[src/rtl/cpg_pkg.sv]
package cpg_pkg;
  // Direction of one programmed edge
  typedef enum logic {
    EDGE_FALL = 1'b0,
    EDGE_RISE = 1'b1
  } edge_dir_e;

  // Edges in the glitch window: rise, fall, rise, fall, then the midpoint rise
  localparam int unsigned GLT_EDGES = 5;
  // Edges in a normal window: the midpoint rise only
  localparam int unsigned NRM_EDGES = 1;
endpackage

[src/rtl/cpg_window_composer.sv]
module cpg_window_composer
  import cpg_pkg::*;
#(
  parameter int unsigned WIN_W     = 8,
  parameter int unsigned MAX_EDGES = 8,
  parameter int unsigned LEN_MIN   = 20
) (
  input  logic [WIN_W-1:0]                  len_raw,
  input  logic [WIN_W-1:0]                  t_raw,
  output logic [WIN_W-1:0]                  len_eff,
  output logic [WIN_W-1:0]                  half,
  output logic [WIN_W-1:0]                  t_eff,
  output logic [MAX_EDGES-1:0][WIN_W-1:0]   nrm_tick,
  output logic [MAX_EDGES-1:0]              nrm_rise,
  output logic [MAX_EDGES-1:0]              nrm_vld,
  output logic [MAX_EDGES-1:0][WIN_W-1:0]   glt_tick,
  output logic [MAX_EDGES-1:0]              glt_rise,
  output logic [MAX_EDGES-1:0]              glt_vld
);
  localparam logic [WIN_W-1:0] LMIN  = WIN_W'(LEN_MIN);
  localparam logic [WIN_W-1:0] TMIN  = WIN_W'(2);

  logic [WIN_W-1:0] t_max;

  assign len_eff = (len_raw < LMIN) ? LMIN : len_raw;
  assign half    = len_eff >> 1;
  assign t_max   = (half - WIN_W'(1)) >> 2;
  assign t_eff   = (t_raw < TMIN) ? TMIN : ((t_raw > t_max) ? t_max : t_raw);

  for (genvar i = 0; i < MAX_EDGES; i++) begin : g_slot
    if (i < NRM_EDGES) begin : g_nrm_on
      assign nrm_tick[i] = half;
      assign nrm_rise[i] = EDGE_RISE;
      assign nrm_vld[i]  = 1'b1;
    end else begin : g_nrm_off
      assign nrm_tick[i] = '0;
      assign nrm_rise[i] = EDGE_FALL;
      assign nrm_vld[i]  = 1'b0;
    end

    if (i < GLT_EDGES) begin : g_glt_on
      // slot i sits (GLT_EDGES-1-i) pulse widths ahead of the midpoint
      assign glt_tick[i] = half - WIN_W'(GLT_EDGES - 1 - i) * t_eff;
      assign glt_rise[i] = ((i % 2) == 0) ? EDGE_RISE : EDGE_FALL;
      assign glt_vld[i]  = 1'b1;
    end else begin : g_glt_off
      assign glt_tick[i] = '0;
      assign glt_rise[i] = EDGE_FALL;
      assign glt_vld[i]  = 1'b0;
    end
  end
endmodule

[src/rtl/cpg_window_seq.sv]
module cpg_window_seq #(
  parameter int unsigned WIN_W = 8,
  parameter int unsigned CYC_W = 4
) (
  input  logic             clk,
  input  logic             rst_n,
  input  logic             start,
  input  logic [WIN_W-1:0] len_in,
  input  logic [WIN_W-1:0] t_in,
  input  logic [CYC_W-1:0] tgt_in,
  input  logic [WIN_W-1:0] len_eff,
  output logic [WIN_W-1:0] len_q,
  output logic [WIN_W-1:0] t_q,
  output logic             run_q,
  output logic [WIN_W-1:0] tick_q,
  output logic             glitch_sel
);
  // one extra bit so the window counter can step past the largest target
  logic [CYC_W:0]   cyc_q;
  logic [CYC_W-1:0] tgt_q;
  logic             last_tick;

  assign last_tick  = (tick_q == len_eff - WIN_W'(1));
  assign glitch_sel = run_q && (cyc_q == {1'b0, tgt_q});

  always_ff @(posedge clk) begin
    if (!rst_n) begin
      run_q  <= 1'b0;
      tick_q <= '0;
      cyc_q  <= '0;
      tgt_q  <= '0;
      len_q  <= '0;
      t_q    <= '0;
    end else if (start) begin
      run_q  <= 1'b1;
      tick_q <= '0;
      cyc_q  <= '0;
      tgt_q  <= tgt_in;
      len_q  <= len_in;
      t_q    <= t_in;
    end else if (run_q) begin
      if (last_tick) begin
        tick_q <= '0;
        // stop counting once the target window is behind us
        if (cyc_q <= {1'b0, tgt_q})
          cyc_q <= cyc_q + (CYC_W+1)'(1);
      end else begin
        tick_q <= tick_q + WIN_W'(1);
      end
    end
  end
endmodule

[src/rtl/cpg_edge_player.sv]
module cpg_edge_player #(
  parameter int unsigned WIN_W     = 8,
  parameter int unsigned MAX_EDGES = 8
) (
  input  logic                            clk,
  input  logic                            rst_n,
  input  logic                            run,
  input  logic                            mark_in,
  input  logic [WIN_W-1:0]                tick,
  input  logic [MAX_EDGES-1:0][WIN_W-1:0] e_tick,
  input  logic [MAX_EDGES-1:0]            e_rise,
  input  logic [MAX_EDGES-1:0]            e_vld,
  output logic                            clk_q,
  output logic                            mark_q
);
  logic lvl_next;

  always_comb begin
    // every window opens low; edges then set the level
    lvl_next = (tick == '0) ? 1'b0 : clk_q;
    for (int i = MAX_EDGES - 1; i >= 0; i--) begin
      if (e_vld[i] && (tick == e_tick[i]))
        lvl_next = e_rise[i];
    end
  end

  always_ff @(posedge clk) begin
    if (!rst_n) begin
      clk_q  <= 1'b0;
      mark_q <= 1'b0;
    end else begin
      clk_q  <= run ? lvl_next : 1'b0;
      mark_q <= mark_in;
    end
  end
endmodule

[src/rtl/pulse_window_clkgen.sv]
module pulse_window_clkgen #(
  parameter int unsigned WIN_W     = 8,
  parameter int unsigned CYC_W     = 4,
  parameter int unsigned MAX_EDGES = 8,
  parameter int unsigned LEN_MIN   = 20
) (
  input  logic             clk,
  input  logic             rst_n,
  input  logic             start,
  input  logic [WIN_W-1:0] win_len,
  input  logic [WIN_W-1:0] pulse_width,
  input  logic [CYC_W-1:0] glitch_cycle,
  output logic             clk_gen,
  output logic             glitch_active
);
  logic [WIN_W-1:0] len_q, t_q, len_eff, half, t_eff, tick_q;
  logic             run_q, glitch_sel;

  logic [MAX_EDGES-1:0][WIN_W-1:0] nrm_tick, glt_tick, sel_tick;
  logic [MAX_EDGES-1:0]            nrm_rise, glt_rise, sel_rise;
  logic [MAX_EDGES-1:0]            nrm_vld,  glt_vld,  sel_vld;

  cpg_window_seq #(.WIN_W(WIN_W), .CYC_W(CYC_W)) u_seq (
    .clk        (clk),
    .rst_n      (rst_n),
    .start      (start),
    .len_in     (win_len),
    .t_in       (pulse_width),
    .tgt_in     (glitch_cycle),
    .len_eff    (len_eff),
    .len_q      (len_q),
    .t_q        (t_q),
    .run_q      (run_q),
    .tick_q     (tick_q),
    .glitch_sel (glitch_sel)
  );

  cpg_window_composer #(.WIN_W(WIN_W), .MAX_EDGES(MAX_EDGES), .LEN_MIN(LEN_MIN)) u_comp (
    .len_raw  (len_q),
    .t_raw    (t_q),
    .len_eff  (len_eff),
    .half     (half),
    .t_eff    (t_eff),
    .nrm_tick (nrm_tick),
    .nrm_rise (nrm_rise),
    .nrm_vld  (nrm_vld),
    .glt_tick (glt_tick),
    .glt_rise (glt_rise),
    .glt_vld  (glt_vld)
  );

  assign sel_tick = glitch_sel ? glt_tick : nrm_tick;
  assign sel_rise = glitch_sel ? glt_rise : nrm_rise;
  assign sel_vld  = glitch_sel ? glt_vld  : nrm_vld;

  cpg_edge_player #(.WIN_W(WIN_W), .MAX_EDGES(MAX_EDGES)) u_play (
    .clk     (clk),
    .rst_n   (rst_n),
    .run     (run_q),
    .mark_in (glitch_sel),
    .tick    (tick_q),
    .e_tick  (sel_tick),
    .e_rise  (sel_rise),
    .e_vld   (sel_vld),
    .clk_q   (clk_gen),
    .mark_q  (glitch_active)
  );
endmodule

[config.mk]
export PLATFORM = sky130hd
export DESIGN_NAME = pulse_window_clkgen
export DESIGN_NICKNAME = d
export VERILOG_FILES = /design/src/rtl/cpg_pkg.sv /design/src/rtl/cpg_window_composer.sv /design/src/rtl/cpg_window_seq.sv /design/src/rtl/cpg_edge_player.sv /design/src/rtl/pulse_window_clkgen.sv
export SDC_FILE = /design/constraint.sdc
export NUM_CORES = 1
export LEC_CHECK = 0
export ABC_CLOCK_PERIOD_IN_PS = 8500
export BUFFER_PORTS_ARGS = -buffer_cell sky130_fd_sc_hd__buf_2
export CORE_MARGIN = 5
export CORE_UTILIZATION = 30
export CTS_CLUSTER_DIAMETER = 30
export CTS_CLUSTER_SIZE = 16
export DETAILED_ROUTE_END_ITERATION = 16
export SYNTH_ARGS = -nofsm -noshare
export SYNTH_HDL_FRONTEND = slang
export SYNTH_SLANG_ARGS = --single-unit
[constraint.sdc]
create_clock -name clk -period 8.5 [get_ports clk]
set_input_delay 1.7 -clock clk [delete_from_list [all_inputs] [get_ports clk]]
set_output_delay 1.7 -clock clk [all_outputs]
set_load 0.01 [all_outputs]
# After elaboration in Yosys (flattened, before gate mapping)
# Cells that the tools add are included.
# W data, S select, Z words.
[word_totals]
reg_bits = 36
input_bits = 23
output_inout_bits = 2
elab_cells = 62
[classes]
addsub = 8
n_mul = 1
n_lt_le_gt_ge = 4
eq_ne = 10
muxes = 16
bitwise_logic = 1
n_reduce_logical = 14
[op_table]
columns = ["cell", "count"]
rows = [
  ["$eq A8 B8 Y1", 5],
  ["$mux W39", 1],
  ["$mux W8", 4],
  ["$sub A7 B8 Y8", 4],
  ["$eq A8 B1 Y1 const B", 3],
  ["$mux W5", 2],
  ["$mux W1", 9],
  ["$reduce_bool A9 Y1", 1],
  ["$add A8 B1 Y8 const B", 1],
  ["$eq A8 B7 Y1", 1],
  ["$gt A8 B6 Y1", 1],
  ["$logic_not A8 Y1", 1],
  ["$lt A8 B2 Y1 const B", 1],
  ["$lt A8 B5 Y1 const B", 1],
  ["$mul A2 B8 Y8 const A", 1],
  ["$sub A7 B1 Y8 const B", 1],
  ["$sub A8 B1 Y8 const B", 1],
  ["$logic_and A1 B1 Y1", 6],
  ["$add A5 B1 Y5 const B", 1],
  ["$eq A5 B4 Y1", 1],
  ["$le A5 B4 Y1", 1],
  ["$logic_and A1 B1 Y1 const A", 3],
  ["$reduce_and A3 Y1", 1],
  ["$reduce_and A2 Y1", 1],
  ["other kinds (2)", 2],
]

# Longest topological paths before layout
[logic_depth]
word_depth = 16
mapped_depth = 27
depth_no_buf = 25

# By module
# Synthesis repeated with hierarchy kept, for this count alone.
[unflattened]
cells_unflattened = 750
hier_area_um2 = 6739.0
[modules_own_cells]
columns = ["module", "n_inst", "cells_per_inst", "area_each_um2", "seq_area_each_um2"]
rows = [
  ["cpg_window_composer", 1, 348, 2618.8, 0.0],
  ["cpg_window_seq", 1, 182, 1717.9, 680.7],
  ["pulse_window_clkgen", 1, 89, 1372.6, 0.0],
  ["cpg_edge_player", 1, 131, 1029.7, 40.0],
]

# Worst setup path after synthesis
# No wires, ideal clock.
[synth_path]
kind = "flip-flop to flip-flop"
startpoint = "reg u_seq.len_q[3]"
endpoint = "reg u_play.clk_q"
setup_ns = 0.122
t_arrival_ns = 5.640
t_required_ns = 8.378
setup_slack_ns = 2.738
stages_incl_launch_ff = 23
n_path_buf = 2
period_less_slack_ns = 5.762
cell_sequence = "dfxtp_1 -> buf_8 -> or3_1 -> or3_2 -> o31ai_1 -> ha_1 -> a21oi_1 -> and4b_1 -> a22o_1 -> clkbuf_1 -> nor2_1 -> o21ai_0 -> fa_1 -> ha_1 -> or2_1 -> a21oi_2 -> a31oi_4 -> and4b_1 -> nor4_2 -> nor4b_2 -> o21ba_1 -> o22a_1 -> o311a_1"
[synth_between]
elab_chain_len = 14
word_cells_on_any_way = 28
classes_between = "add/sub (5); mul (1); order compare (2); eq/ne (5); mux (9); reduce/logical (6)"
[synth_lines]
columns = ["element", "line", "rtl"]
rows = [
  ["start: declaration", "cpg_window_seq.sv:12", "output logic [WIN_W-1:0] len_q,"],
  ["start signal: assignment", "cpg_window_seq.sv:39", "len_q <= len_in;"],
  ["$lt A8 B5 Y1", "cpg_window_composer.sv:25", "assign len_eff = (len_raw < LMIN) ? LMIN : len_raw;"],
  ["$mux W8 *", "cpg_window_composer.sv:25", ""],
  ["branches (longest 5 deep; another with $sub A7 B1 Y8)", "--", ""],
  ["$mux W39 *", "pulse_window_clkgen.sv:52", "assign sel_tick = glitch_sel ? glt_tick : nrm_tick;"],
  ["$eq A8 B8 Y1", "cpg_edge_player.sv:22", "if (e_vld[i] && (tick == e_tick[i]))"],
  ["$logic_and A1 B1 Y1", "cpg_edge_player.sv:22", ""],
  ["$mux W1 (4 in a row)", "cpg_edge_player.sv:22", ""],
  ["end signal: assignment", "cpg_edge_player.sv:32", "clk_q <= run ? lvl_next : 1'b0;"],
  ["end: declaration", "cpg_edge_player.sv:13", "output logic clk_q,"],
]
# Every way passes the cells marked *.
# A chain may end at the register's enable or synchronous reset.

# Final worst setup path
[layout_path]
startpoint = "reg u_seq.len_q[5]"
endpoint = "reg u_play.clk_q"
# Same word-level chain as after synthesis.

==> results.md <==
- Maximum clock insertion buffer count: 2
- Worst Setup SP: u_seq.len_q[5]
- FF+latch count, synth: 36
- Post-synth cell types: 74
- Top sig layer: met4
- Met1 WL: 4570 um
- Sequential group share of total power: 0.217
- Switch Pwr: 0.000368 W
- Setup crit start kind: register
- Combinational power share: 0.560
- Drt wl/cell: 15.3 um
- Max incr delay on CP: 0.81 ns
- Clock root cell: clkbuf_16
- Worst hold-check path type: register to register
- Sequential area share after synthesis: 0.175
- Slew Viols, Final: 0
- Crit Reg-Reg Startpoint: u_seq.len_q[5]
- Final period util: 0.762
- Post-Syn Area per Cell: 8.32 um2
- Storage cell area: 721 um2
- Area delta synth->final: 7.07%
- P_leak: 1.80 nW
- HPWL Detailed: 8070 um
- CTS tree: done
- Die area: 16100 um2
- Synthesis Warnings: 0
- Slew headroom: 0.456
- Number of setup buffers added after CTS: 0
- Crit end category: register
- IO Port Bufs: 24
- Met2 WL: 4900 um
- Int Pwr: 0.000503 W
- Resized Gates After CTS: 0
- Max-Cap Viols: 0
- Worst Clk Skew: 0.00724 ns
- DP Worst Slack: 2.05 ns
- Clock Power Share: 0.223
- DR pass1 iterations: 4
- Cell with the most instances after synthesis: xnor2_1
- Post-Syn Area: 4110 um2
- Clk pin slew, worst setup/hold paths: 0.06 ns
- Total negative slack: 0 ns
- Vias in the first global route: 3527
- First-pass GRT wire length: 16900 um
- Worst Path Arrival: 6.65 ns
- Maximum fanout along the worst path: 15
- DRT iter0 DRCs: 205
- Top FF cell, synth: dfxtp_1
- Status: complete, no violations
- Crit path required time: 8.67 ns
- Routed via count: 3480
- DRC: 0
- Chip width: 127 um
- EDFF count, synth: 0
- Routed vias/inst: 5.15
- Inst Count DP: 668
- RSZ-0062 raised after global routing: no
- Cell Chain, Critical Path: nor3_4 > or3_2 > o31ai_1 > ha_1 > a21oi_1 > and4b_1 > a22o_1 > nor2_1 > o21ai_0 > fa_1 > ha_1 > or2_1 > a21oi_2 > a31oi_4 > and4b_1 > nor4_2 > nor4b_2 > o21ba_1 > o22a_1 > o311a_1
- Initial core utilization: 0.308
- Worst-margin pin slew: 0.807 ns
- Setup ws final: 2.02 ns
- Fmax: 154 MHz
- Cell taking the most area after synthesis: dfxtp_1
- Number of H-tree levels: 2
- Final wirelength: 10300 um
- Commonest cells in the netlist: xnor2_1, ha_1, dfxtp_1, inv_1, nor2_1
- Top cell type's share of synthesized area: 0.175
- Post-route ant nets: 0
- Met3 routed WL: 622 um
- FP Rows: 42
- # IOs: 25
- Ranking of synthesized cells by area: dfxtp_1, ha_1, xnor2_1
- Hold WS: 0.517 ns
- Hold_buf cts: 0
- Kind of critical path: register to register
- Largest delay share family, worst path: compound AO/OA/AOI/OAI gates
- Number of clock sinks: 36
- Remaining Overflow, GRT: 0
- Hold_sp: u_seq.tgt_q[2]
- Share of layout cells above drive strength 1: 0.104
- GP Congestion: 0.889
- Core area: 13300 um2
- Post-route minimum period: 6.48 ns
- Worst Path Buf+Inv: 0
- # setup viols final: 0
- Die Y-Extent: 127 um
- Post-layout util: 0.329
- Total CTS buffers: 5
- GRT Total Usage: 0.127
- Non-Filler Instances: 676
- Multi-input logic area: 3040 um2
- Worst-Skew Late Latency: 0.29 ns
- Async SR Flop Fraction: 0
- Slowest-stage cell, CP: dfxtp_1
- VDD IR max: 0.0979 mV
- Post-Synthesis Cells: 494
- Layout fillers: 1416
- PwrDens: 198 nW/um2
- Final hold vios: 0
- Antenna Cells: 0
- Nets: 570
- Switching share of power: 0.422
- Initial antenna violation count: 0
- Largest net degree at the start of global routing: 25
==> power by group through the flow <==
stage	Combinational (W)	Sequential, W	Clock, W
6_report	0.000488	0.000189	0.000194
5_1_grt	0.000541	0.000190	0.000203
4_1_cts	0.000487	0.000189	0.000198
3_5_place_dp	0.000485	0.000192	0
3_3_place_gp	0.000471	0.000192	0
2_1_floorplan	0.000399	0.000184	0
==> cells in the final DEF (no fill, tap or decap), drive strengths merged, types with 9 or more instances in the layout <==
master  Yosys  layout
mux2i      24      24
nor4       12      12
nand4       9       9
a21oi      28      28
ha         39      39
nand2      26      26
nor3       15      15
o21ai      20      20
xor2       18      18
nor2       37      37
buf        14      25
fa          9       9
nor2b      26      26
o21a        9       9
dfxtp      36      36
xnor2      41      41
inv        37      37
==> worst paths after layout <==
| check | slack (ns) | depth (start not counted) | to |
|---|---|---|---|
| max | 2.02 | 20 | u_play.clk_q |
| min | 0.52 | 2 | u_seq.tgt_q[2] |
| max reg2reg | 2.02 | 20 | u_play.clk_q |
| min reg2reg | 0.52 | 2 | u_seq.tgt_q[2] |
==> cells by family (layout without fill, tap and decap cells) <==
group | Yosys count | in the layout | share of synthesized area
flops | 36 | 36 | 0.175
fa+ha+maj | 48 | 48 | 0.163
buf+inv | 65 | 70 | 0.0853
mux | 24 | 24 | 0.0585
compound gates | 100 | 100 | 0.169
simple gates | 160 | 160 | 0.222
xor+xnor | 59 | 59 | 0.126
other cells | 2 | 3 | 0.00183
==> routing by layer <==
metal,global-route usage,vias up
met4,0.0486,0
li1,-,1738
met1,0.158,1620
met5,0,-
met2,0.226,99
met3,0.0150,23
==> layout make-up <==
cell class / count / share of cell area
inverter: 37 / 0.0316
timing repair buffer: 25 / 0.0290
clock inverter: 1 / 0.00171
multi-input combinational: 394 / 0.691
tap: 176 / 0.0501
sequential: 36 / 0.164
clock buffer: 7 / 0.0324
==> flip-flops by register name, summed over array words and instances, names as in the netlist <==
| signal | flops |
|---|---|
| u_seq.tgt_q | 4 |
| u_seq.cyc_q | 5 |
| u_seq.len_q | 8 |
| u_seq.t_q | 8 |
| u_seq.run_q | 1 |
| u_play.mark_q | 1 |
| u_play.clk_q | 1 |
| u_seq.tick_q | 8 |
==> tightest hold or removal path: stages, from the launching register on <==
cell and delay, ns:
dfxtp_1 0.32, mux2i_1 0.06, nor2b_1 0.09
==> metrics by stage <==
stage / total power, W / area [um2]
3_5_place_dp: 0.000677 / 4250
6_report: 0.000871 / 4400
5_1_grt: 0.000934 / 4400
4_1_cts: 0.000873 / 4400
3_3_place_gp: 0.000664 / 4250
2_1_floorplan: 0.000582 / 4110
Power figures use the tool's default switching activity.
